===== config.mk =====
export PLATFORM = sky130hd
export DESIGN_NAME = freq_gen_bank
export DESIGN_NICKNAME = d
export VERILOG_FILES = /design/src/rtl/freq_gen_bank.sv
export SDC_FILE = /design/constraint.sdc
export NUM_CORES = 1
export LEC_CHECK = 0
export BUFFER_PORTS_ARGS = -buffer_cell sky130_fd_sc_hd__buf_2
export CAP_MARGIN = 10
export CORE_ASPECT_RATIO = 2
export CORE_UTILIZATION = 50
export DETAILED_ROUTE_END_ITERATION = 8
export GPL_ROUTABILITY_DRIVEN = 0
export PLACE_DENSITY = 0.69
export SLEW_MARGIN = 10
export SYNTH_ARGS = -nofsm -noshare
export SYNTH_HDL_FRONTEND = slang
export SYNTH_SLANG_ARGS = --single-unit

===== constraint.sdc =====
create_clock -name clk -period 2.5 [get_ports clk]
set_input_delay 0.5 -clock clk [delete_from_list [all_inputs] [get_ports clk]]
set_output_delay 0.5 -clock clk [all_outputs]
set_load 0.02 [all_outputs]

===== src/rtl/freq_gen_bank.sv =====
module freq_gen_bank #(
  parameter bit EXT_MODE = 1'b1,
  localparam int NSRC = EXT_MODE ? 3 : 2
) (
  input  logic            clk,
  input  logic            rst_n,
  input  logic            wr_en,
  input  logic            wr_addr,
  input  logic [31:0]     wr_data,
  input  logic            rd_addr,
  output logic [31:0]     rd_data,
  input  logic [5:0]      gen_resume,
  input  logic [NSRC-1:0] src_tick,
  output logic [5:0]      clk_out
);
  localparam int NGEN  = 6;
  localparam int PERW  = 3;
  localparam int FW    = 10;
  localparam int RW    = 10;
  localparam int SCALE = 30;

  logic [31:0]     cfg_q [2];
  logic [1:0]      rest_f [NGEN];
  logic [NGEN-1:0] on_v, run_v;
  logic [2:0]      tk;

  assign tk      = 3'(src_tick);
  assign rd_data = cfg_q[rd_addr];

  always_ff @(posedge clk) begin
    if (!rst_n) begin
      cfg_q[0] <= '0;
      cfg_q[1] <= '0;
    end else begin
      for (int r = 0; r < 2; r++) begin
        if (wr_en && wr_addr == 1'(r)) cfg_q[r] <= wr_data;
        else
          for (int k = 0; k < PERW; k++)
            if (gen_resume[PERW*r+k]) cfg_q[r][FW*k +: 2] <= rest_f[PERW*r+k];
      end
    end
  end

  for (genvar g = 0; g < NGEN; g++) begin : g_gen
    localparam int RI = g / PERW;
    localparam int LO = FW * (g % PERW);

    logic [FW-1:0] fld;
    logic          on, run_q, tick_a, wrap;
    logic [1:0]    sel, src_q;
    logic [RW-1:0] n1, ratio, rat_q, cnt_q;

    assign fld = cfg_q[RI][LO +: FW];
    assign n1  = {2'b00, fld[9:2]} + RW'(1);

    if (EXT_MODE) begin : g_ext
      logic [1:0] mem_q;
      always_ff @(posedge clk) begin
        if (!rst_n) mem_q <= 2'd1;
        else if (wr_en && wr_addr == 1'(RI) && wr_data[LO +: 2] != 2'd0)
          mem_q <= wr_data[LO +: 2];
      end
      assign on        = fld[1:0] != 2'd0;
      assign sel       = fld[1:0] - 2'd1;
      assign ratio     = cfg_q[0][SCALE] ? n1 : (n1 << 1);
      assign rest_f[g] = mem_q;
    end else begin : g_leg
      assign on        = fld[1];
      assign sel       = {1'b0, fld[0]};
      assign ratio     = n1 << 1;
      assign rest_f[g] = {1'b1, fld[0]};
    end

    assign tick_a = tk[src_q];
    assign wrap   = cnt_q == rat_q - RW'(1);

    always_ff @(posedge clk) begin
      if (!rst_n) begin
        run_q <= 1'b0;
        src_q <= '0;
        rat_q <= RW'(2);
        cnt_q <= '0;
      end else if (!on) begin
        run_q <= 1'b0;
        cnt_q <= '0;
      end else if (!run_q) begin
        run_q <= 1'b1;
        src_q <= sel;
        rat_q <= ratio;
        cnt_q <= '0;
      end else if (tick_a) begin
        if (wrap) begin
          cnt_q <= '0;
          src_q <= sel;
          rat_q <= ratio;
        end else begin
          cnt_q <= cnt_q + RW'(1);
        end
      end
    end

    assign clk_out[g] = on & run_q & ((rat_q == RW'(1)) ? tick_a : (cnt_q < (rat_q >> 1)));
    assign on_v[g]    = on;
    assign run_v[g]   = run_q;
  end
endmodule



==> reports/qor.log <==
[floorplanning] die span in x 118 um
[pwr] power density over the cells 626 nW/um2
[floorplanning] overall die area 27,700 um2
[floorplanning] top-level I/O count 84
[pwr] total net switching power 3.41 mW
[detailed_routing] final wirelength 38,400 um
[global_route] Total GRT Usage 26.9%
[cells_and_area] P&R area growth vs syn 28.5%
[floorplanning] die boundary height 234 um
[clock_network] worst-case clock buffer depth 3
[synth] sequential element share of the synthesized area 36.5%
[detailed_routing] remaining antenna violation count 0
[timing] maximum clock skew at final layout 15.9 ps
[clock_network] Max H-tree Level 1
[clock_network] number of buffers inserted during clock tree synthesis 22
[detailed_routing] Pre-Repair DR Iteration Count 7
[floorplanning] area of the core 26,400 um2
[global_route] wire length of the first global-routing pass 60,400 um
[clock_network] count of hold-fix buffers inserted at cts 0
[floorplanning] starting density of the core 51.2%
[run_status] failing checks negative setup slack
[clock_network] Clk pin slew, worst setup/hold paths 60 ps
[cells_and_area] number of standard cells in the final layout excluding fillers 2,123
[timing] number of endpoints failing setup at the final stage 26
[clock_network] CTS tree done
[worst_setup_path] setup slack on the worst flop-to-flop path -120 ps
[pwr] maximum ir drop on the vdd rail 0.626 mV
[global_route] vias in the first global route 12,530
[synth] Post-Syn Instances 1,569
[worst_setup_path] Worst Setup End Kind primary output
[timing] Hold Vio Cnt, Final 0
[synth] Post-Synthesis Cell Area 13,500 um2
[min_path] class of the tightest hold or removal check in2reg
[synth] synthesized area per cell 8.61 um2
[detailed_routing] routed via count 12,496
[timing] max-slew violation total from the final report 0
[placement] Placed Cells incl. Taps 2,043
[cells_and_area] fraction of final layout cells with drive strength greater than 1 27.2%
[worst_setup_path] Worst setup SP type flop
[timing] Slew headroom 47.5%
[timing] Highest Clock Rate 353 MHz
[pwr] proportion of power drawn by the clock network 33.6%
[worst_setup_path] signal arrival time at the worst endpoint 2330 ps
[worst_setup_path] startpoint of the worst register-to-register path g_gen[0].rat_q[2]$_SDFFE_PN0P_
[synth] synthesized flop and latch total 214
[worst_setup_path] Critical Path Start g_gen[4].rat_q[6]$_SDFFE_PN0P_
[global_route] Overflow after GRT 0
[placement] Post-DP HPWL 27,400 um
[run] Max Cap Viol 0
[worst_setup_path] r2r worst-path depth 8
[detailed_routing] Wirelength per Cell 18.1 um
[synth] async set-reset flop share out of synthesis 0%
[worst_setup_path] capture point of the worst path clk_out[4]
[global_route] maximum number of pins on one net before global-route repair 113
[pwr] internal power summed over all cells 7.44 mW
[global_route] antenna violations before repair 0
[synth] number of distinct library cell variants in the gate-level netlist after synthesis 76
[detailed_routing] DRC marker count from the first detailed-route iteration 646
[synth] Yosys Warn Count 0
[pwr] leakage dissipation 6.76 nW
[timing] transition time at the pin with the least slew margin 785 ps
[pwr] portion of total power attributed to sequential cells 38.2%
[floorplanning] num rows 84
[placement] count of buffers from port buffering 83
[pwr] Net Sw Frac 31.4%
[min_path] WHS Path Cells 3
[pwr] Overall Power 10.9 mW
[synth] number of nets in the synthesized netlist 1,693
[cells_and_area] post-layout util 65.8%
[timing] final cycle utilization of the critical path 113%
[worst_setup_path] critical path type reg2out
[clock_network] clock root buffer sky130_fd_sc_hd__clkbuf_16
[timing] RSZ-0062 raised after global routing yes
[timing] time the worst path needs with I/O delays and setup 2830 ps
[worst_setup_path] required arrival time at the worst endpoint 2000 ps
[detailed_routing] via density per instance 5.89
[clock_network] later-pin clock latency in the skew report 530 ps
[worst_setup_path] FF-to-FF End g_gen[0].rat_q[3]$_SDFFE_PN0P_
[timing] crit path setup slack, layout -331 ps
[synth] EDFF count, synth 64
[detailed_routing] total DRC errors in the routed layout 0
[run_status] result of the run complete, but fails checks
[cells_and_area] number of diodes added for antenna fixing 0
[synth] most used flip-flop cell after synthesis sky130_fd_sc_hd__dfxtp_1
[clock_network] CTS sink cnt 214
[worst_setup_path] Critical Path Fanout Max 2
[cells_and_area] Final Net Count 1,887
[pwr] combinational fraction of design power 28.1%
registers in the layout, indices dropped and copies added (netlist names):
register / count
cfg_q: 64
g_gen.cnt_q: 60
g_gen.g_ext.mem_q: 12
g_gen.rat_q: 60
g_gen.run_q: 6
g_gen.src_q: 12
critical path, stage by stage (launching register included):
cell and delay, ps:
sky130_fd_sc_hd__dfxtp_1 310, sky130_fd_sc_hd__or4_4 540, sky130_fd_sc_hd__nor2_2 100, sky130_fd_sc_hd__nand4_1 150, sky130_fd_sc_hd__nor4bb_1 310, sky130_fd_sc_hd__buf_4 170
sky130_fd_sc_hd__a41o_1 110, sky130_fd_sc_hd__buf_6 120
stage by stage:
step | setup slack [ps] | area [um2] | hold WS (ps) | TNS, ps
after floorplan | 9.95 | 13500 | 432 | 0
after global placement | 4.63 | 15100 | 440 | 0
after detailed placement | -64.7 | 15100 | 451 | -364
after CTS | -350 | 16700 | 252 | -2270
after global routing | -374 | 17300 | 267 | -5350
final | -331 | 17300 | 265 | -1860
layout by cell type, fill, tap and decap left out, types with 64 or more instances in the layout:
cell and n:
sky130_fd_sc_hd__inv_1 76, sky130_fd_sc_hd__ha_1 65, sky130_fd_sc_hd__nand2_1 156, sky130_fd_sc_hd__buf_4 109, sky130_fd_sc_hd__dfxtp_1 118, sky130_fd_sc_hd__nand3_1 92
sky130_fd_sc_hd__xor2_1 77, sky130_fd_sc_hd__edfxtp_1 64, sky130_fd_sc_hd__nor2_1 142, sky130_fd_sc_hd__xnor2_1 81, sky130_fd_sc_hd__buf_2 78
power by group through the flow:
stage | Sequential (mW) | Clock (mW) | Combinational, mW
3_5_place_dp | 4.20 | 0 | 2.45
4_1_cts | 4.13 | 3.70 | 2.79
6_report | 4.15 | 3.65 | 3.06
2_1_floorplan | 4.13 | 0 | 1.60
5_1_grt | 4.19 | 3.84 | 3.30
3_3_place_gp | 4.19 | 0 | 2.39
routing by layer:
layer  global-route usage (%)  vias to the layer above  share of wire, %
met1                     26.6                     6007                36
met3                     2.43                      136               3.4
li1                         -                     5993                 -
met2                     53.2                      360                55
met4                     17.1                        0               6.3
met5                        0                        -                 0
cells in the mapped netlist (all sizes together) (6+ instances only):
cell	count	area share (%)
or2	6	0.28
edfxtp	64	14
a21oi	45	1.7
and2	32	1.5
nand4	28	1.3
nor2	149	4.1
o21ai	68	2.5
dfxtp	150	22
xnor2	84	5.4
nand2b	14	0.65
clkbuf	50	1.4
ha	78	7.2
o2111ai	9	0.58
or3	14	0.72
a311oi	7	0.45
a211o	8	0.52
mux2i	42	3.2
a21boi	8	0.44
o31ai	24	1.3
nor3	44	1.6
inv	93	2.6
nor2b	9	0.42
and3	14	0.65
a211oi	12	0.67
nand3b	9	0.50
buf	16	0.62
nor4	19	0.93
xor2	77	5.0
nand3	99	3.7
o21a	6	0.33
and4	11	0.71
mux2	25	2.1
nand2	157	4.4
or4	8	0.47
o211ai	12	0.67
a31oi	23	1.1
kinds of logic after synthesis:
logic type                 synth area share (%)
and+or+nand+nor                            23.1
AOI/OAI and AO/OA                          12.9
DFF                                        36.5
xor gates and xnor gates                   10.4
buffers and inverters                      4.63
adders and majority gates                  7.23
muxes                                      5.29
worst min-delay path by stage:
stage / from / to
global placement: g_gen[3].g_ext.mem_q[1]$_SDFFE_PN0P_ / g_gen[3].g_ext.mem_q[1]$_SDFFE_PN0P_
detailed placement: g_gen[5].g_ext.mem_q[1]$_SDFFE_PN0P_ / g_gen[5].g_ext.mem_q[1]$_SDFFE_PN0P_
global route: wr_data[25] / cfg_q[0][25]$_DFFE_PP_
CTS: wr_data[21] / g_gen[2].g_ext.mem_q[1]$_SDFFE_PN0P_
floorplan: cfg_q[0][20]$_SDFFCE_PP0P_ / g_gen[2].src_q[0]$_SDFFE_PN0P_
finish: wr_data[20] / g_gen[2].g_ext.mem_q[0]$_SDFFE_PN1P_
timing repair:
item,4_1_cts,5_1_grt
gates cloned,4,2
setup buffers,29,7
setup endpoints to repair,33,113
gates resized for setup,124,139
pin swaps,58,73
layout make-up:
type | count | area, um2
fill | 2108 | 9030
multi-input combinational | 1195 | 8820
sequential | 214 | 4980
timing repair buffer | 236 | 1940
clock buffer | 30 | 696
tap | 344 | 430
inverter | 94 | 367
clock inverter | 10 | 113
Note: power is estimated with default switching activity, not from simulation.
